[config.mk]
export PLATFORM = sky130hd
export DESIGN_NAME = gfx_dreq_gen
export DESIGN_NICKNAME = d
export VERILOG_FILES = /design/src/rtl/gfx_dreq_pkg.sv /design/src/rtl/gfx_blit_timer.sv /design/src/rtl/gfx_ready_decode.sv /design/src/rtl/gfx_dreq_gen.sv
export SDC_FILE = /design/constraint.sdc
export NUM_CORES = 1
export LEC_CHECK = 0
export CAP_MARGIN = 20
export CORE_ASPECT_RATIO = 0.75
export CORE_UTILIZATION = 45
export DETAILED_ROUTE_END_ITERATION = 10
export GPL_TIMING_DRIVEN = 0
export PLACE_DENSITY = 0.7
export SYNTH_ARGS = -nofsm -noshare
export SYNTH_HDL_FRONTEND = slang
export SYNTH_SLANG_ARGS = --single-unit
[constraint.sdc]
create_clock -name clk_i -period 8.5 [get_ports clk_i]
set_clock_uncertainty 0.2 [all_clocks]
set_input_delay 0.85 -clock clk_i [delete_from_list [all_inputs] [get_ports clk_i]]
set_output_delay 0.85 -clock clk_i [all_outputs]
set_load 0.01 [all_outputs]
[src/rtl/gfx_dreq_pkg.sv]
package gfx_dreq_pkg;
  // Ordered so that "reading VRAM or later" is a magnitude compare.
  typedef enum logic [1:0] {
    ST_IDLE = 2'd0,
    ST_BUSY = 2'd1,
    ST_RD   = 2'd2,
    ST_WR   = 2'd3
  } eng_state_e;

  typedef enum logic [1:0] {
    DIR_OFF  = 2'd0,
    DIR_FIFO = 2'd1,
    DIR_CMD  = 2'd2,
    DIR_RD   = 2'd3
  } dma_dir_e;
endpackage

[src/rtl/gfx_blit_timer.sv]
module gfx_blit_timer #(
  parameter int CNT_W  = 16,
  parameter int WCNT_W = 8,
  parameter int TICK_W = 4
) (
  input  logic              clk_i,
  input  logic              rst_ni,
  input  logic              add_en_i,
  input  logic [WCNT_W-1:0] add_i,
  input  logic [TICK_W-1:0] tick_i,
  output logic [CNT_W-1:0]  cnt_o
);
  localparam logic [CNT_W-1:0] MAXV = {CNT_W{1'b1}};

  logic [CNT_W-1:0] cnt_q, sat, tick_x, nxt;
  logic [CNT_W:0]   sum, add_x;

  always_comb begin
    add_x  = add_en_i ? (CNT_W+1)'(add_i) : '0;
    sum    = {1'b0, cnt_q} + add_x;
    sat    = sum[CNT_W] ? MAXV : sum[CNT_W-1:0];
    tick_x = CNT_W'(tick_i);
    nxt    = (tick_x >= sat) ? '0 : sat - tick_x;
  end

  always_ff @(posedge clk_i or negedge rst_ni)
    if (!rst_ni) cnt_q <= '0;
    else         cnt_q <= nxt;

  assign cnt_o = cnt_q;


  sat_hold_chk: assert property (@(posedge clk_i) disable iff (!rst_ni)
    (cnt_q == MAXV && add_en_i && tick_i == '0) |=> (cnt_q == MAXV));

  drain_chk: assert property (@(posedge clk_i) disable iff (!rst_ni)
    (!add_en_i) |=> (cnt_q <= $past(cnt_q)));

  zero_stay_chk: assert property (@(posedge clk_i) disable iff (!rst_ni)
    (!add_en_i && cnt_q == '0) |=> (cnt_q == '0));
endmodule

[src/rtl/gfx_ready_decode.sv]
module gfx_ready_decode
  import gfx_dreq_pkg::*;
#(
  parameter int PEND_W = 8
) (
  input  eng_state_e        state_i,
  input  dma_dir_e          dir_i,
  input  logic [PEND_W-1:0] pend_i,
  input  logic              blit_idle_i,
  output logic              rdy_cmd_o,
  output logic              rdy_vram_o,
  output logic              rdy_dma_o,
  output logic              dreq_o
);
  always_comb begin
    rdy_cmd_o  = blit_idle_i && state_i == ST_IDLE;
    rdy_vram_o = blit_idle_i && state_i == ST_RD;
    rdy_dma_o  = blit_idle_i &&
                 (state_i == ST_IDLE || (state_i != ST_RD && pend_i != '0));
    unique case (dir_i)
      DIR_FIFO: dreq_o = blit_idle_i && state_i >= ST_RD;
      DIR_CMD:  dreq_o = blit_idle_i && rdy_dma_o;
      DIR_RD:   dreq_o = blit_idle_i && rdy_vram_o;
      default:  dreq_o = 1'b0;
    endcase
  end
endmodule

[src/rtl/gfx_dreq_gen.sv]
module gfx_dreq_gen
  import gfx_dreq_pkg::*;
#(
  parameter int CNT_W  = 16,
  parameter int WCNT_W = 8,
  parameter int TICK_W = 4,
  parameter int PEND_W = 8
) (
  input  logic              clk_i,
  input  logic              rst_ni,
  input  logic [1:0]        state_i,
  input  logic [PEND_W-1:0] pend_words_i,
  input  logic [1:0]        dir_i,
  input  logic              wr_stb_i,
  input  logic [WCNT_W-1:0] wr_cnt_i,
  input  logic [TICK_W-1:0] tick_inc_i,
  output logic              rdy_cmd_o,
  output logic              rdy_vram_o,
  output logic              rdy_dma_o,
  output logic              dreq_o
);
  eng_state_e       st;
  dma_dir_e         dir;
  logic [CNT_W-1:0] cnt;
  logic             add_en;

  assign st     = eng_state_e'(state_i);
  assign dir    = dma_dir_e'(dir_i);
  assign add_en = wr_stb_i && st == ST_WR;

  gfx_blit_timer #(.CNT_W(CNT_W), .WCNT_W(WCNT_W), .TICK_W(TICK_W)) u_timer (
    .clk_i    (clk_i),
    .rst_ni   (rst_ni),
    .add_en_i (add_en),
    .add_i    (wr_cnt_i),
    .tick_i   (tick_inc_i),
    .cnt_o    (cnt)
  );

  gfx_ready_decode #(.PEND_W(PEND_W)) u_dec (
    .state_i     (st),
    .dir_i       (dir),
    .pend_i      (pend_words_i),
    .blit_idle_i (cnt == '0),
    .rdy_cmd_o   (rdy_cmd_o),
    .rdy_vram_o  (rdy_vram_o),
    .rdy_dma_o   (rdy_dma_o),
    .dreq_o      (dreq_o)
  );


  busy_gate_chk: assert property (@(posedge clk_i) disable iff (!rst_ni)
    (cnt != '0) |-> !(rdy_cmd_o || rdy_vram_o || rdy_dma_o || dreq_o));

  rdy_excl_chk: assert property (@(posedge clk_i) disable iff (!rst_ni)
    $onehot0({rdy_cmd_o, rdy_vram_o}));

  dir_off_chk: assert property (@(posedge clk_i) disable iff (!rst_ni)
    (dir_i == 2'd0) |-> !dreq_o);

  add_chk: assert property (@(posedge clk_i) disable iff (!rst_ni)
    (add_en && wr_cnt_i != '0 && tick_inc_i == '0) |=> (cnt != '0));

  rd_dir_chk: assert property (@(posedge clk_i) disable iff (!rst_ni)
    (dir_i == 2'd3) |-> (dreq_o == rdy_vram_o));
endmodule

# After elaboration in Yosys (flattened, before gate mapping)
# Cells that the tools add are included.
[word_totals]
out_inout_bits = 4
input_bits = 27
word_cells = 27
register_bits = 16
[classes]
order_cmp = 2
n_reduce_logical = 12
add_sub_neg = 2
eq_ne = 6
muxes = 4
[ops]
columns = ["op", "count"]
rows = [
  ["two-way mux 16 bit", 2],
  ["adder 16 x 17 -> 17 bit", 1],
  [">= comparator 4 x 16 -> 1 bit", 1],
  ["zero test 16 bit", 1],
  ["subtractor 16 x 4 -> 16 bit", 1],
  ["== test 2 bit (second input constant)", 4],
  ["logical AND 1 bit", 8],
  ["two-way mux 8 bit", 1],
  ["nonzero test 8 bit", 1],
  ["one-hot mux 1 bit (3 select lines)", 1],
  ["== test 2 x 1 -> 1 bit (second input constant)", 1],
  [">= comparator 2 bit (second input constant)", 1],
  ["zero test 2 bit", 1],
  ["!= test 2 bit (second input constant)", 1],
  ["logical OR 1 bit", 1],
]

# Longest topological paths before layout
[logic_depth]
depth_word = 7
ltp_mapped = 20
depth_no_buf = 17

# By module
# Synthesis repeated with hierarchy kept, for this count alone.
[unflattened]
cells_unflattened = 214
area_unflattened_um2 = 1831.8
[by_module_without_submodules]
columns = ["mod", "instances", "cells_per_inst", "area_each_um2"]
rows = [
  ["gfx_blit_timer", 1, 196, 1719.1],
  ["gfx_ready_decode", 1, 12, 72.6],
  ["gfx_dreq_gen", 1, 6, 40.0],
]

# Worst setup path before layout
# OpenSTA, ideal clock, no wires.
[synth_timing]
kind = "input to register"
startpoint = "input port wr_stb_i"
endpoint = "register u_timer.cnt_q[9] (netlist: u_timer.cnt_o[9])"
path_slack_ns = 3.903
setup_ns = 0.136
arrival_ns = 4.261
path_stages = 19
cell_sequence = "and3_1 -> and2_1 -> ha_1 -> fa_1 -> a21oi_1 -> o221a_1 -> buf_4 -> a21bo_2 -> clkbuf_1 -> nand2_1 -> ha_1 -> nor2b_1 -> o21ai_0 -> nand2_1 -> nand2_1 -> nand3_1 -> nor4b_4 -> buf_6 -> a21oi_1"
[synth_via]
elab_chain_cells = 6
[synth_rtl]
columns = ["element", "line_no", "rtl"]
rows = [
  ["from (decl)", "gfx_dreq_gen.sv:14", "input logic wr_stb_i,"],
  ["logical AND 1 bit *", "gfx_dreq_gen.sv:29", "assign add_en = wr_stb_i && st == ST_WR;"],
  ["two-way mux 8 bit *", "gfx_blit_timer.sv:19", "add_x = add_en_i ? (CNT_W+1)'(add_i) : '0;"],
  ["adder 16 x 17 -> 17 bit *", "gfx_blit_timer.sv:20", "sum = {1'b0, cnt_q} + add_x;"],
  ["two-way mux 16 bit *", "gfx_blit_timer.sv:21", "sat = sum[CNT_W] ? MAXV : sum[CNT_W-1:0];"],
  ["subtractor 16 x 4 -> 16 bit / >= comparator 4 x 16 -> 1 bit (equally long branches)", "gfx_blit_timer.sv:23", "nxt = (tick_x >= sat) ? '0 : sat - tick_x;"],
  ["two-way mux 16 bit *", "gfx_blit_timer.sv:23", ""],
  ["named net u_timer.nxt[9]", "gfx_blit_timer.sv:15", "logic [CNT_W-1:0] cnt_q, sat, tick_x, nxt;"],
  ["to (signal assigned)", "gfx_blit_timer.sv:28", "else cnt_q <= nxt;"],
  ["to (decl)", "gfx_blit_timer.sv:15", ""],
]
# The timed path passes the listed nets; every way through them passes the cells marked *.

# Worst setup path after layout
[layout_timing]
startpoint = "input port state_i[0]"
endpoint = "register u_timer.cnt_q[10] (netlist: u_timer.cnt_o[10])"
[layout_via]
elab_chain_cells = 7
[layout_rtl]
columns = ["element", "line_no", "rtl"]
rows = [
  ["from (decl)", "gfx_dreq_gen.sv:11", "input logic [1:0] state_i,"],
  ["== test 2 bit *", "gfx_dreq_gen.sv:29", ""],
  ["logical AND 1 bit *", "gfx_dreq_gen.sv:29", ""],
  ["two-way mux 8 bit *", "gfx_blit_timer.sv:19", ""],
  ["adder 16 x 17 -> 17 bit *", "gfx_blit_timer.sv:20", ""],
  ["two-way mux 16 bit *", "gfx_blit_timer.sv:21", ""],
  ["subtractor 16 x 4 -> 16 bit / >= comparator 4 x 16 -> 1 bit (equally long branches)", "gfx_blit_timer.sv:23", ""],
  ["two-way mux 16 bit *", "gfx_blit_timer.sv:23", ""],
  ["named net u_timer.nxt[10]", "gfx_blit_timer.sv:15", ""],
]
# Marked as above.

==> results.sh <==
export IMPL_die_w_um=75.3
export IMPL_antenna_found_initial=0
export IMPL_synthMuxAreaShare=0.0276
export IMPL_slew_headroom=0.501
export IMPL_dp_hpwl_um=3700
export IMPL_path_class="input pin to flip-flop"
export IMPL_cts_resized=0
export IMPL_routed_wl_um=4630
export IMPL_rsz0062_at_grt="no"
export IMPL_p_per_area_mw_per_mm2=286
export IMPL_yosys_area_share_simple=0.306
export IMPL_drc=0
export IMPL_max_cap_viol_count=0
export IMPL_async_flop_share=1.00
export IMPL_crit_path_end_kind="flip-flop"
export IMPL_drv_slew=0
export IMPL_clock_power_share=0.107
export IMPL_synth_top_family_by_area="simple AND/OR/NAND/NOR gates"
export IMPL_port_buffers=30
export IMPL_post_route_util=0.595
export IMPL_coreArea_mm2=0.00376
export IMPL_clock_sinks=16
export IMPL_die_y_um=57.0
export IMPL_status="complete, no violations"
export IMPL_avgSynthCellArea_um2=8.28
export IMPL_critPathLaunchType="input pin"
export IMPL_finalHoldViolations=0
export IMPL_htree_levels=1
export IMPL_synthXorXnorAreaFrac=0.0724
export IMPL_syn_area_mm2=0.00181
export IMPL_grt_start_max_net_pins=17
export IMPL_synth_edf_count=0
export IMPL_r2r_slack_ns=3.96
export IMPL_crit_arrival_ns=5.55
export IMPL_ys_warnings_count=0
export IMPL_syn_num_nets=260
export IMPL_yosysTopAreaCell="dfrtp_1"
export IMPL_hold_class="flip-flop to flip-flop"
export IMPL_area_delta_synth_final_pct=23.2
export IMPL_cts_made_buffers=3
export IMPL_gp_routability_congestion=0.851
export IMPL_fmax_mhz=179
export IMPL_clock_latency_ns=0.25
export IMPL_critical_path_max_fanout=10
export IMPL_irDropWorstVdd_v=0.000199
export IMPL_grt_pass1_wl_um=7450
export IMPL_num_nets_final=295
export IMPL_switching_share=0.474
export IMPL_ant_nets=0
export IMPL_cts_hold_buf=0
export IMPL_synth_compound_area_frac=0.223
export IMPL_rows=19
export IMPL_synthFlopType="dfrtp_1"
export IMPL_num_vias=1736
export IMPL_overflow=0
export IMPL_p_int_w=0.000336
export IMPL_seqPwrFrac=0.239
export IMPL_clockBufferDepth=2
export IMPL_required_ns=8.44
export IMPL_leakagePower_nw=0.895
export IMPL_synth_fa_ha_area_frac=0.105
export IMPL_dpl_cell_area_mm2=0.00218
export IMPL_syn_instance_count=219
export IMPL_yosysSeqAreaShare=0.221
export IMPL_finalSetupTns_ns=0
export IMPL_worst_slew_pin_slew_ns=0.747
export IMPL_fin_hold_ws_ns=0.546
export IMPL_post_cts_buffers=0
export IMPL_netlist_top_cells_area="dfrtp_1, ha_1, xnor2_1, a21oi_1, nor2_1"
export IMPL_die_area_mm2=0.00429
export IMPL_post_route_period_util=0.659
export IMPL_diodes=0
export IMPL_initialDrtViolationCount=123
export IMPL_post_drt_wl_per_cell_um=15.2
export IMPL_clkTransAtPathRegs_ns=0.06
export IMPL_num_io_pins=31
export IMPL_p_comb_frac=0.654
export IMPL_cts_root_buf="clkbuf_8"
export IMPL_track_usage=0.230
export IMPL_ys_types=52
export IMPL_netlist_area_leader_share=0.221
export IMPL_cts_tree="yes"
export IMPL_drive_above_1_share=0.0949
export IMPL_grt_pass1_vias=1598
export IMPL_largest_reg_flops=16
export IMPL_routed_via_density=5.69
export IMPL_drtPass1Iterations=4
export IMPL_switching_power_w=0.000303
export IMPL_period_needed_ns=5.60
export IMPL_setup_viol=0
export IMPL_initial_core_util=0.483
export IMPL_ys_seq_elements=16
export IMPL_finalInstanceArea_mm2=0.00223
per-layer routing:
| metal | global-route usage | wire [µm] | vias to the layer above |
|---|---|---|---|
| li1 | - | - | 875 |
| met1 | 0.353 | 2370 | 803 |
| met2 | 0.339 | 1880 | 50 |
| met3 | 0.0424 | 329 | 8 |
| met4 | 0.0423 | 46 | 0 |
| met5 | 0 | 0 | - |
stage by stage:
stage | power (W) | cells | setup WS [ns]
after global placement | 0.000555 | 301 | 2.67
after detailed placement | 0.000563 | 301 | 2.68
after floorplan | 0.000468 | 219 | 3.90
final | 0.000638 | 305 | 2.90
after CTS | 0.000635 | 305 | 2.94
after global routing | 0.000702 | 305 | 2.58
synthesized netlist by cell type (all sizes together) (2+ instances only):
master and instances:
nor3 5, nor3b 3, o21a 4, and3 7
a211oi 4, or3 2, nand2b 3, fa 2
nand2 16, buf 6, nor2b 6, nor4 7
or4 2, and2 9, ha 12, a21oi 17
dfrtp 16, a31o 3, nand4 3, o2111ai 2
xnor2 12, a31oi 5, mux2i 5, o21ai 9
o221a 2, nor2 20, inv 11, o211ai 3
nand3 8, xor2 3, and4b 2
kinds of logic (layout without fill, tap and decap cells):
kind of cell	count (synthesis)	in the layout
AO/OA/AOI/OAI	55	55
XOR/XNOR	15	15
adder cells (fa/ha/maj)	14	14
buffers and inverters	18	52
flip-flops	16	16
multiplexers	5	5
AND/OR/NAND/NOR	96	96
final cells by class:
type	count	area [µm²]
fill	358	1520
multi-input combinational	185	1330
sequential	16	400
timing repair buffer	30	300
tap	52	65.1
clock buffer	4	55.1
buffer	7	41.3
inverter	11	41.3
layout by cell type, fill, tap and decap left out, types with 5 or more instances in the layout:
master           netlist  layout
a21oi_1               16      16
and2_1                 9       9
and3_1                 7       7
clkdlybuf4s50_1        0      30
dfrtp_1               16      16
ha_1                  12      12
inv_1                 11      11
mux2i_1                5       5
nand2_1               16      16
nand3_1                8       8
nor2_1                20      20
nor2b_1                6       6
nor3_1                 5       5
nor4_1                 5       5
o21ai_0                8       8
xnor2_1               12      12
power by group through the flow:
stage          clock network (W)  registers, W  logic, W
2_1_floorplan                  0      0.000141  0.000328
3_3_place_gp                   0      0.000153  0.000402
3_5_place_dp                   0      0.000154  0.000410
4_1_cts                0.0000703      0.000153  0.000412
5_1_grt                0.0000730      0.000157  0.000472
6_report               0.0000684      0.000153  0.000417
worst max-delay path, stage by stage:
cell and delay (ns):
clkdlybuf4s50_1 0.45, and3_1 0.26, and2_1 0.19, ha_1 0.22
fa_1 0.44, a21oi_1 0.18, o221a_1 0.20, buf_4 0.17
a21bo_2 0.18, clkbuf_1 0.39, nand2_1 0.12, ha_1 0.36
nor2b_1 0.17, o21ai_0 0.21, o211ai_1 0.17, nor4_2 0.49
o21ai_0 0.23, xnor2_1 0.20, nor2_1 0.05
path summary, 6_finish.rpt:
path                                             start                     endpoint  cells past startpoint
max                                         state_i[0]  u_timer.cnt_o[10]$_DFF_PN0_                     19
min reg2reg                u_timer.cnt_o[13]$_DFF_PN0_  u_timer.cnt_o[13]$_DFF_PN0_                      3
max in group asynchronous                       rst_ni  u_timer.cnt_o[13]$_DFF_PN0_                      1
max reg2reg                 u_timer.cnt_o[0]$_DFF_PN0_  u_timer.cnt_o[10]$_DFF_PN0_                     16
min                        u_timer.cnt_o[13]$_DFF_PN0_  u_timer.cnt_o[13]$_DFF_PN0_                      3
min in group asynchronous                       rst_ni   u_timer.cnt_o[9]$_DFF_PN0_                      1
No activity file was read; power rests on OpenSTA's default activity.
